File: config.mk
export PLATFORM = sky130hd
export DESIGN_NAME = surr_ctrl_top
export DESIGN_NICKNAME = d
export VERILOG_FILES = /design/src/rtl/surr_pkg.sv /design/src/rtl/surr_line_sync.sv /design/src/rtl/surr_i2c_rx.sv /design/src/rtl/surr_reg_bank.sv /design/src/rtl/surr_ctrl_top.sv
export SDC_FILE = /design/constraint.sdc
export NUM_CORES = 1
export LEC_CHECK = 0
export BUFFER_PORTS_ARGS = -buffer_cell sky130_fd_sc_hd__buf_2
export CAP_MARGIN = 20
export CORE_AREA = 2 2 78 80
export CTS_BUF_LIST = sky130_fd_sc_hd__clkbuf_4 sky130_fd_sc_hd__clkbuf_8
export CTS_CLUSTER_SIZE = 40
export DETAILED_ROUTE_END_ITERATION = 10
export DIE_AREA = 0 0 80 82
export GPL_TIMING_DRIVEN = 0
export PLACE_DENSITY = 0.65
export SYNTH_ARGS = -nofsm -noshare
export SYNTH_HDL_FRONTEND = slang
export SYNTH_SLANG_ARGS = --single-unit
File: constraint.sdc
create_clock -name clk -period 1.8 [get_ports clk]
set_input_delay 0.36 -clock clk [delete_from_list [all_inputs] [get_ports clk]]
set_output_delay 0.36 -clock clk [all_outputs]
set_load 0.01 [all_outputs]
File: src/rtl/surr_pkg.sv
package surr_pkg;
  localparam int ATT_W = 6;
  localparam int EFF_W = 4;
  localparam int PS_W  = 2;
  localparam int NUM_PS = 4;

  typedef enum logic [1:0] {
    MODE_SIM   = 2'b00,
    MODE_MUSIC = 2'b01,
    MODE_MOVIE = 2'b10,
    MODE_OFF   = 2'b11
  } surr_mode_e;

  typedef enum logic [2:0] {
    RX_IDLE,
    RX_ADDR,
    RX_ADDR_ACK,
    RX_DATA,
    RX_DATA_ACK,
    RX_SKIP
  } rx_state_e;

  localparam logic [ATT_W-1:0] ATT_RST  = 6'b111110;
  localparam logic [EFF_W-1:0] EFF_RST  = 4'b1110;
  localparam logic [PS_W-1:0]  PS_RST   = 2'b10;
  localparam logic [5:0]       DEV_ADDR_HI = 6'b110111;
endpackage

File: src/rtl/surr_line_sync.sv
module surr_line_sync #(
  parameter int STAGES = 2
) (
  input  logic clk,
  input  logic rst_n,
  input  logic scl_in,
  input  logic sda_in,
  output logic sda_s,
  output logic start_p,
  output logic stop_p,
  output logic scl_rise,
  output logic scl_fall
);
  localparam int LINES = 2;

  logic [LINES-1:0] raw;
  logic [LINES-1:0] synced;
  logic [LINES-1:0] prev_q;

  assign raw = {scl_in, sda_in};

  genvar g;
  generate
    for (g = 0; g < LINES; g++) begin : g_line
      logic [STAGES-1:0] chain_q;
      logic [STAGES-1:0] chain_d;
      assign chain_d = {chain_q[STAGES-2:0], raw[g]};
      always_ff @(posedge clk or negedge rst_n) begin
        if (!rst_n) begin
          chain_q <= '1;
          prev_q[g] <= 1'b1;
        end else begin
          chain_q <= chain_d;
          prev_q[g] <= chain_q[STAGES-1];
        end
      end
      assign synced[g] = chain_q[STAGES-1];
    end
  endgenerate

  logic scl_now, sda_now, scl_was, sda_was;
  assign scl_now = synced[1];
  assign sda_now = synced[0];
  assign scl_was = prev_q[1];
  assign sda_was = prev_q[0];

  assign sda_s    = sda_now;
  assign start_p  = scl_now & scl_was & sda_was & ~sda_now;
  assign stop_p   = scl_now & scl_was & ~sda_was & sda_now;
  assign scl_rise = scl_now & ~scl_was;
  assign scl_fall = ~scl_now & scl_was;
endmodule

File: src/rtl/surr_i2c_rx.sv
module surr_i2c_rx
  import surr_pkg::*;
(
  input  logic       clk,
  input  logic       rst_n,
  input  logic       sda_s,
  input  logic       start_p,
  input  logic       stop_p,
  input  logic       scl_rise,
  input  logic       scl_fall,
  input  logic       addr_sel,
  output logic       sda_pull,
  output logic       wr_en,
  output logic [7:0] wr_byte
);
  localparam int CNT_W = 4;
  localparam logic [CNT_W-1:0] FULL = CNT_W'(8);

  rx_state_e        state_q, state_d;
  logic [CNT_W-1:0] cnt_q, cnt_d;
  logic [7:0]       sh_q, sh_d;
  logic             pull_q, pull_d;
  logic             wr_q, wr_d;
  logic [7:0]       wb_q, wb_d;
  logic [7:0]       my_addr;

  assign my_addr = {DEV_ADDR_HI, addr_sel, 1'b0};

  always_comb begin
    state_d = state_q;
    cnt_d   = cnt_q;
    sh_d    = sh_q;
    pull_d  = pull_q;
    wr_d    = 1'b0;
    wb_d    = wb_q;
    if (start_p) begin
      state_d = RX_ADDR;
      cnt_d   = '0;
      pull_d  = 1'b0;
    end else if (stop_p) begin
      state_d = RX_IDLE;
      pull_d  = 1'b0;
    end else begin
      unique case (state_q)
        RX_ADDR, RX_DATA: begin
          if (scl_rise && cnt_q != FULL) begin
            sh_d  = {sh_q[6:0], sda_s};
            cnt_d = cnt_q + 1'b1;
          end else if (scl_fall && cnt_q == FULL) begin
            if (state_q == RX_DATA) begin
              pull_d  = 1'b1;
              state_d = RX_DATA_ACK;
            end else if (sh_q == my_addr) begin
              pull_d  = 1'b1;
              state_d = RX_ADDR_ACK;
            end else begin
              state_d = RX_SKIP;
            end
          end
        end
        RX_ADDR_ACK: begin
          if (scl_fall) begin
            pull_d  = 1'b0;
            state_d = RX_DATA;
            cnt_d   = '0;
          end
        end
        RX_DATA_ACK: begin
          if (scl_fall) begin
            pull_d  = 1'b0;
            state_d = RX_DATA;
            cnt_d   = '0;
            wr_d    = 1'b1;
            wb_d    = sh_q;
          end
        end
        default: ;
      endcase
    end
  end

  always_ff @(posedge clk or negedge rst_n) begin
    if (!rst_n) begin
      state_q <= RX_IDLE;
      cnt_q   <= '0;
      sh_q    <= '0;
      pull_q  <= 1'b0;
      wr_q    <= 1'b0;
      wb_q    <= '0;
    end else begin
      state_q <= state_d;
      cnt_q   <= cnt_d;
      sh_q    <= sh_d;
      pull_q  <= pull_d;
      wr_q    <= wr_d;
      wb_q    <= wb_d;
    end
  end

  assign sda_pull = pull_q;
  assign wr_en    = wr_q;
  assign wr_byte  = wb_q;

  AST_START_REARMS: assert property (@(posedge clk) disable iff (!rst_n)
    start_p |=> (state_q == RX_ADDR) && !sda_pull) else $error("start");
  AST_STOP_RELEASES: assert property (@(posedge clk) disable iff (!rst_n)
    stop_p |=> !sda_pull) else $error("stop");
  AST_WRITE_AFTER_ACK: assert property (@(posedge clk) disable iff (!rst_n)
    wr_en |-> $past(sda_pull)) else $error("write");
  AST_SKIP_SILENT: assert property (@(posedge clk) disable iff (!rst_n)
    (state_q == RX_SKIP) |-> !sda_pull && !wr_en) else $error("skip");
endmodule

File: src/rtl/surr_reg_bank.sv
module surr_reg_bank
  import surr_pkg::*;
(
  input  logic             clk,
  input  logic             rst_n,
  input  logic             wr_en,
  input  logic [7:0]       wr_byte,
  output logic [1:0]       mode,
  output logic [ATT_W-1:0] att_right,
  output logic [ATT_W-1:0] att_left,
  output logic [EFF_W-1:0] effect_lvl,
  output logic [NUM_PS*PS_W-1:0] ps_sel
);
  logic [1:0]       mode_q, mode_d;
  logic [ATT_W-1:0] attr_q, attr_d, attl_q, attl_d;
  logic [EFF_W-1:0] eff_q, eff_d;
  logic [PS_W-1:0]  ps_q [NUM_PS];
  logic [PS_W-1:0]  ps_d [NUM_PS];
  logic [NUM_PS-1:0] ps_hit;

  logic is_ctrl, is_eff;
  assign is_ctrl = wr_byte[7];
  assign is_eff  = wr_byte[4];

  always_comb begin
    ps_hit = '0;
    if (wr_en && is_ctrl && !is_eff) begin
      unique case (wr_byte[3:2])
        2'b00: ps_hit[3] = 1'b1;
        2'b01: ps_hit[2] = 1'b1;
        2'b10: ps_hit[1] = 1'b1;
        default: ps_hit[0] = 1'b1;
      endcase
    end
  end

  always_comb begin
    mode_d = mode_q;
    attr_d = attr_q;
    attl_d = attl_q;
    eff_d  = eff_q;
    if (wr_en) begin
      if (!is_ctrl) begin
        if (wr_byte[6]) attl_d = wr_byte[ATT_W-1:0];
        else            attr_d = wr_byte[ATT_W-1:0];
      end else begin
        mode_d = wr_byte[6:5];
        if (is_eff) eff_d = wr_byte[EFF_W-1:0];
      end
    end
  end

  always_ff @(posedge clk or negedge rst_n) begin
    if (!rst_n) begin
      mode_q <= MODE_OFF;
      attr_q <= ATT_RST;
      attl_q <= ATT_RST;
      eff_q  <= EFF_RST;
    end else begin
      mode_q <= mode_d;
      attr_q <= attr_d;
      attl_q <= attl_d;
      eff_q  <= eff_d;
    end
  end

  genvar p;
  generate
    for (p = 0; p < NUM_PS; p++) begin : g_ps
      assign ps_d[p] = ps_hit[p] ? wr_byte[PS_W-1:0] : ps_q[p];
      always_ff @(posedge clk or negedge rst_n) begin
        if (!rst_n) ps_q[p] <= PS_RST;
        else        ps_q[p] <= ps_d[p];
      end
      assign ps_sel[p*PS_W +: PS_W] = ps_q[p];
    end
  endgenerate

  assign mode       = mode_q;
  assign att_right  = attr_q;
  assign att_left   = attl_q;
  assign effect_lvl = eff_q;

  AST_HOLD_IDLE: assert property (@(posedge clk) disable iff (!rst_n)
    !wr_en |=> $stable(mode) && $stable(att_right) && $stable(att_left)
               && $stable(effect_lvl) && $stable(ps_sel)) else $error("hold");
  AST_ATT_KEEPS_CTRL: assert property (@(posedge clk) disable iff (!rst_n)
    (wr_en && !wr_byte[7]) |=> $stable(mode) && $stable(effect_lvl) && $stable(ps_sel))
    else $error("att");
  AST_CTRL_KEEPS_ATT: assert property (@(posedge clk) disable iff (!rst_n)
    (wr_en && wr_byte[7]) |=> $stable(att_right) && $stable(att_left)) else $error("ctrl");
  AST_ONE_SHIFTER: assert property (@(posedge clk) disable iff (!rst_n)
    $onehot0(ps_hit)) else $error("ps");
endmodule

File: src/rtl/surr_ctrl_top.sv
module surr_ctrl_top
  import surr_pkg::*;
#(
  parameter int SYNC_STAGES = 2
) (
  input  logic       clk,
  input  logic       rst_n,
  input  logic       scl_in,
  input  logic       sda_in,
  input  logic       addr_sel,
  output logic       sda_pull_low,
  output logic [1:0] mode,
  output logic [5:0] att_right,
  output logic [5:0] att_left,
  output logic [3:0] effect_lvl,
  output logic [1:0] ps1_sel,
  output logic [1:0] ps2_sel,
  output logic [1:0] ps3_sel,
  output logic [1:0] ps4_sel
);
  logic [1:0] rst_sync_q;
  logic       rst_i;

  always_ff @(posedge clk or negedge rst_n) begin
    if (!rst_n) rst_sync_q <= 2'b00;
    else        rst_sync_q <= {rst_sync_q[0], 1'b1};
  end
  assign rst_i = rst_sync_q[1];

  logic sda_s, start_p, stop_p, scl_rise, scl_fall;
  logic wr_en;
  logic [7:0] wr_byte;
  logic [NUM_PS*PS_W-1:0] ps_sel;

  surr_line_sync #(.STAGES(SYNC_STAGES)) u_sync (
    .clk(clk), .rst_n(rst_i), .scl_in(scl_in), .sda_in(sda_in),
    .sda_s(sda_s), .start_p(start_p), .stop_p(stop_p),
    .scl_rise(scl_rise), .scl_fall(scl_fall)
  );

  surr_i2c_rx u_rx (
    .clk(clk), .rst_n(rst_i), .sda_s(sda_s), .start_p(start_p),
    .stop_p(stop_p), .scl_rise(scl_rise), .scl_fall(scl_fall),
    .addr_sel(addr_sel), .sda_pull(sda_pull_low),
    .wr_en(wr_en), .wr_byte(wr_byte)
  );

  surr_reg_bank u_bank (
    .clk(clk), .rst_n(rst_i), .wr_en(wr_en), .wr_byte(wr_byte),
    .mode(mode), .att_right(att_right), .att_left(att_left),
    .effect_lvl(effect_lvl), .ps_sel(ps_sel)
  );

  assign ps1_sel = ps_sel[0*PS_W +: PS_W];
  assign ps2_sel = ps_sel[1*PS_W +: PS_W];
  assign ps3_sel = ps_sel[2*PS_W +: PS_W];
  assign ps4_sel = ps_sel[3*PS_W +: PS_W];
endmodule

==> results.py <==
metrics = {
    "global_routing": {
        "grt_pass1_vias": 1495,
        "overflow": 0,
        "grt_usage": 0.148,
        "grt_max_degree": 33,
        "antenna_found_initial": 0,
        "grt_pass1_wl_um": 7270,
    },
    "detailed_routing": {
        "drt_iter0_drc": 44,
        "wl_met1_um": 2020,
        "route.met3.wl_um": 187,
        "vias_per_cell": 5.07,
        "wl_per_cell_um": 14.2,
        "wl_met2_um": 2030,
        "postRouteAntennaNets": 0,
        "wirelength_um": 4260,
        "drc": 0,
        "highest_layer": "met4",
        "vias": 1527,
        "drt_first_pass_iters": 4,
    },
    "synthesis": {
        "synth_warnings": 0,
        "synthDistinctLibCells": 40,
        "synthXorXnorAreaFrac": 0.0106,
        "synth_edf_count": 0,
        "synth-compound-area-share": 0.0542,
        "synth_top_flop_cell": "dfrtp_1",
        "syn-num-nets": 180,
        "synth_area_per_cell_sq_um": 14.3,
        "synth_cells": 173,
        "yosysSeqAreaShare": 0.610,
        "yosysTopAreaCell": "dfrtp_1",
        "synth-simple-area-share": 0.0942,
        "synth_top_family_by_area": "multiplexers",
        "synth_area_leaders": "dfrtp_1, dfstp_2, mux2_2",
        "ys_seq_elements": 59,
        "synthAdderAreaFrac": 0.0101,
        "async_flop_share": 1.00,
        "synth_mux_area_frac": 0.196,
        "synth.most_common_cell": "mux2_2",
        "synth_top_area_frac": 0.344,
        "netlist_area_sq_um": 2470,
        "ys_top_cells_by_count": "mux2_2, dfrtp_1, dfstp_2, inv_1, nand3_1",
    },
    "clock_tree": {
        "root_buffer": "clkbuf_8",
        "clk_latency_ps": 320,
        "cts.sinks": 59,
        "cts_tree": "built",
        "clk_path_buf_depth": 2,
        "htree_levels": 3,
        "numCtsBuffers": 9,
        "clkTransAtPathRegs_ps": 60,
    },
    "timing": {
        "timing.final.crit_period_ps": 1860,
        "hold_violations": 0,
        "drv_slew": 0,
        "finalWorstSetupSlack_ps": -62.4,
        "tightest_slew_ps": 587,
        "finalSetupViolCount": 12,
        "min_period_over_period": 1.03,
        "skew_ps": 9.76,
        "fmax_ghz": 0.537,
        "rsz0062_at_grt": "true",
        "slew_headroom": 0.603,
    },
    "floorplan": {
        "core_area_sq_um": 5750,
        "dieHeight_um": 82,
        "initial_core_util": 0.430,
        "die_w_um": 80,
        "boundaryPins": 32,
        "dieArea_sq_um": 6560,
        "rows": 28,
    },
    "power": {
        "peakVddDrop_v": 0.000668,
        "power.density_nw_per_um2": 1070,
        "p_leak_uw": 0.00147,
    },
    "final_layout": {
        "instances_no_fill": 301,
        "antenna_cells": 0,
        "final_util": 0.524,
        "multi_input_area_sq_um": 916,
        "ff_latch_area_sq_um": 1510,
        "syn2layout_area_growth_pct": 21.9,
        "drive_above_1_share": 0.566,
        "fillers": 513,
        "fin_nets": 228,
    },
    "min_path": {
        "worstHoldPathType": "in -> reg",
    },
    "worst_setup_path": {
        "worstSetupStartpointType": "flop",
        "crit_path_end_kind": "flop",
        "worstPathRequired_ps": 2010,
        "path_max_fanout": 4,
        "path_class": "reg -> reg",
        "slowest_delay_ps": 530,
        "critical-path-top-delay-family": "simple AND/OR/NAND/NOR gates",
        "cp.arrival_ps": 2070,
        "crit_chain": "inv_1 -> ha_2 -> and3b_1 -> or4b_4 -> a32o_1 -> a21o_1",
        "critPathSlowestCell": "or4b_4",
        "path_buf_inv": 1,
    },
    "place": {
        "dp.cells": 280,
        "dp_slack_ps": -209,
        "portBuffers": 31,
        "gp_congestion": 0.871,
        "hpwl_um": 2950,
    },
    "outcome": {
        "outcome": "complete, but fails checks",
        "violations": "negative setup slack",
    },
    "flow_run": {
        "drv_cap": 0,
    },
}
==> area by class of cell <==
class	count	area share
multi-input cells	103	0.304
flip-flops and latches	59	0.501
clock buffers	13	0.0511
clock inverters	3	0.0133
well taps	75	0.0311
inverters	8	0.00997
plain buffers	2	0.00748
repair buffers	38	0.0822
==> worst reg2reg max path, cell delays in order (launching register included) <==
cell     delay (ps)
dfrtp_1         360
inv_1            50
ha_2            170
and3b_1         180
or4b_4          530
a32o_1          290
a21o_1          180
==> cell usage in the layout, fill, tap and decap left out, types with 3 or more instances in the layout <==
cell type	synthesis	routed
dfrtp_1	34	33
nand3_1	8	8
mux2_2	39	39
xor2_1	3	3
mux2_4	3	3
nand3b_1	4	4
dfstp_2	25	25
buf_2	1	31
clkbuf_8	0	9
buf_4	0	4
clkbuf_4	0	5
inv_1	8	8
nand2_1	5	5
==> timing repair <==
action	4_1_cts	5_1_grt
hold buffers	1	0
setup endpoints to repair	20	20
gates cloned	1	0
buffers inserted	4	0
pin swaps	1	1
resized for setup	3	3
endpoints found under the hold margin	2	0
==> layer usage <==
metal	track usage	up-vias
li1	-	727
met1	0.194	763
met2	0.225	35
met3	0.0593	2
met4	0.0458	0
met5	0	-
==> where the power goes <==
| group | internal, uW | total [uW] | leakage (uW) | switching (uW) |
|---|---|---|---|---|
| Combinational | 253 | 441 | 0.000647 | 189 |
| Sequential | 1480 | 1640 | 0.000715 | 162 |
| Clock | 697 | 1150 | 0.000105 | 457 |
| Total | 2430 | 3240 | 0.00147 | 808 |
==> state kept, by name, summed over array words and instances, names as in the netlist, 2 cells and up <==
register               cells
rst_sync_q                 2
u_bank.att_left            6
u_bank.att_right           6
u_bank.effect_lvl          4
u_bank.mode                2
u_bank.ps_sel              8
u_rx.cnt_q                 4
u_rx.sh_q                  8
u_rx.state_q               3
u_rx.wr_byte               8
u_sync.g_line.chain_q      4
==> final timing paths <==
check,startpoint,endpoint,slack [ps],cells past startpoint
setup / recovery,u_rx.cnt_q[0],u_rx.cnt_q[3],-60,6
hold / removal,scl_in,u_sync.g_line[1].chain_q[0],130,1
setup reg to reg,u_rx.cnt_q[0],u_rx.cnt_q[3],-60,6
hold reg to reg,rst_sync_q[1],u_bank.ps_sel[0],270,0
max in group asynchronous,rst_sync_q[1],u_bank.att_left[5],900,1
min in group asynchronous,rst_sync_q[1],u_bank.ps_sel[0],270,0
==> cells by family (layout without fill, tap and decap cells) <==
| group | after synthesis | in the layout |
|---|---|---|
| simple gates | 37 | 37 |
| fa+ha+maj | 2 | 2 |
| xor+xnor | 3 | 3 |
| compound gates | 18 | 18 |
| other cells | 1 | 1 |
| mux | 42 | 42 |
| flops | 59 | 59 |
| buf+inv | 11 | 64 |
==> per-stage QoR <==
stage,hold WS [ps],power [uW],cell area [sq um],TNS (ps)
final,134,3240,3010,-628
after global routing,104,3440,3010,-1230
after floorplan,64.4,1910,2470,-442
after detailed placement,146,2040,2740,-2180
after CTS,115,3280,3010,-955
after global placement,145,2020,2720,-21540
(Power assumes the default switching activity.)
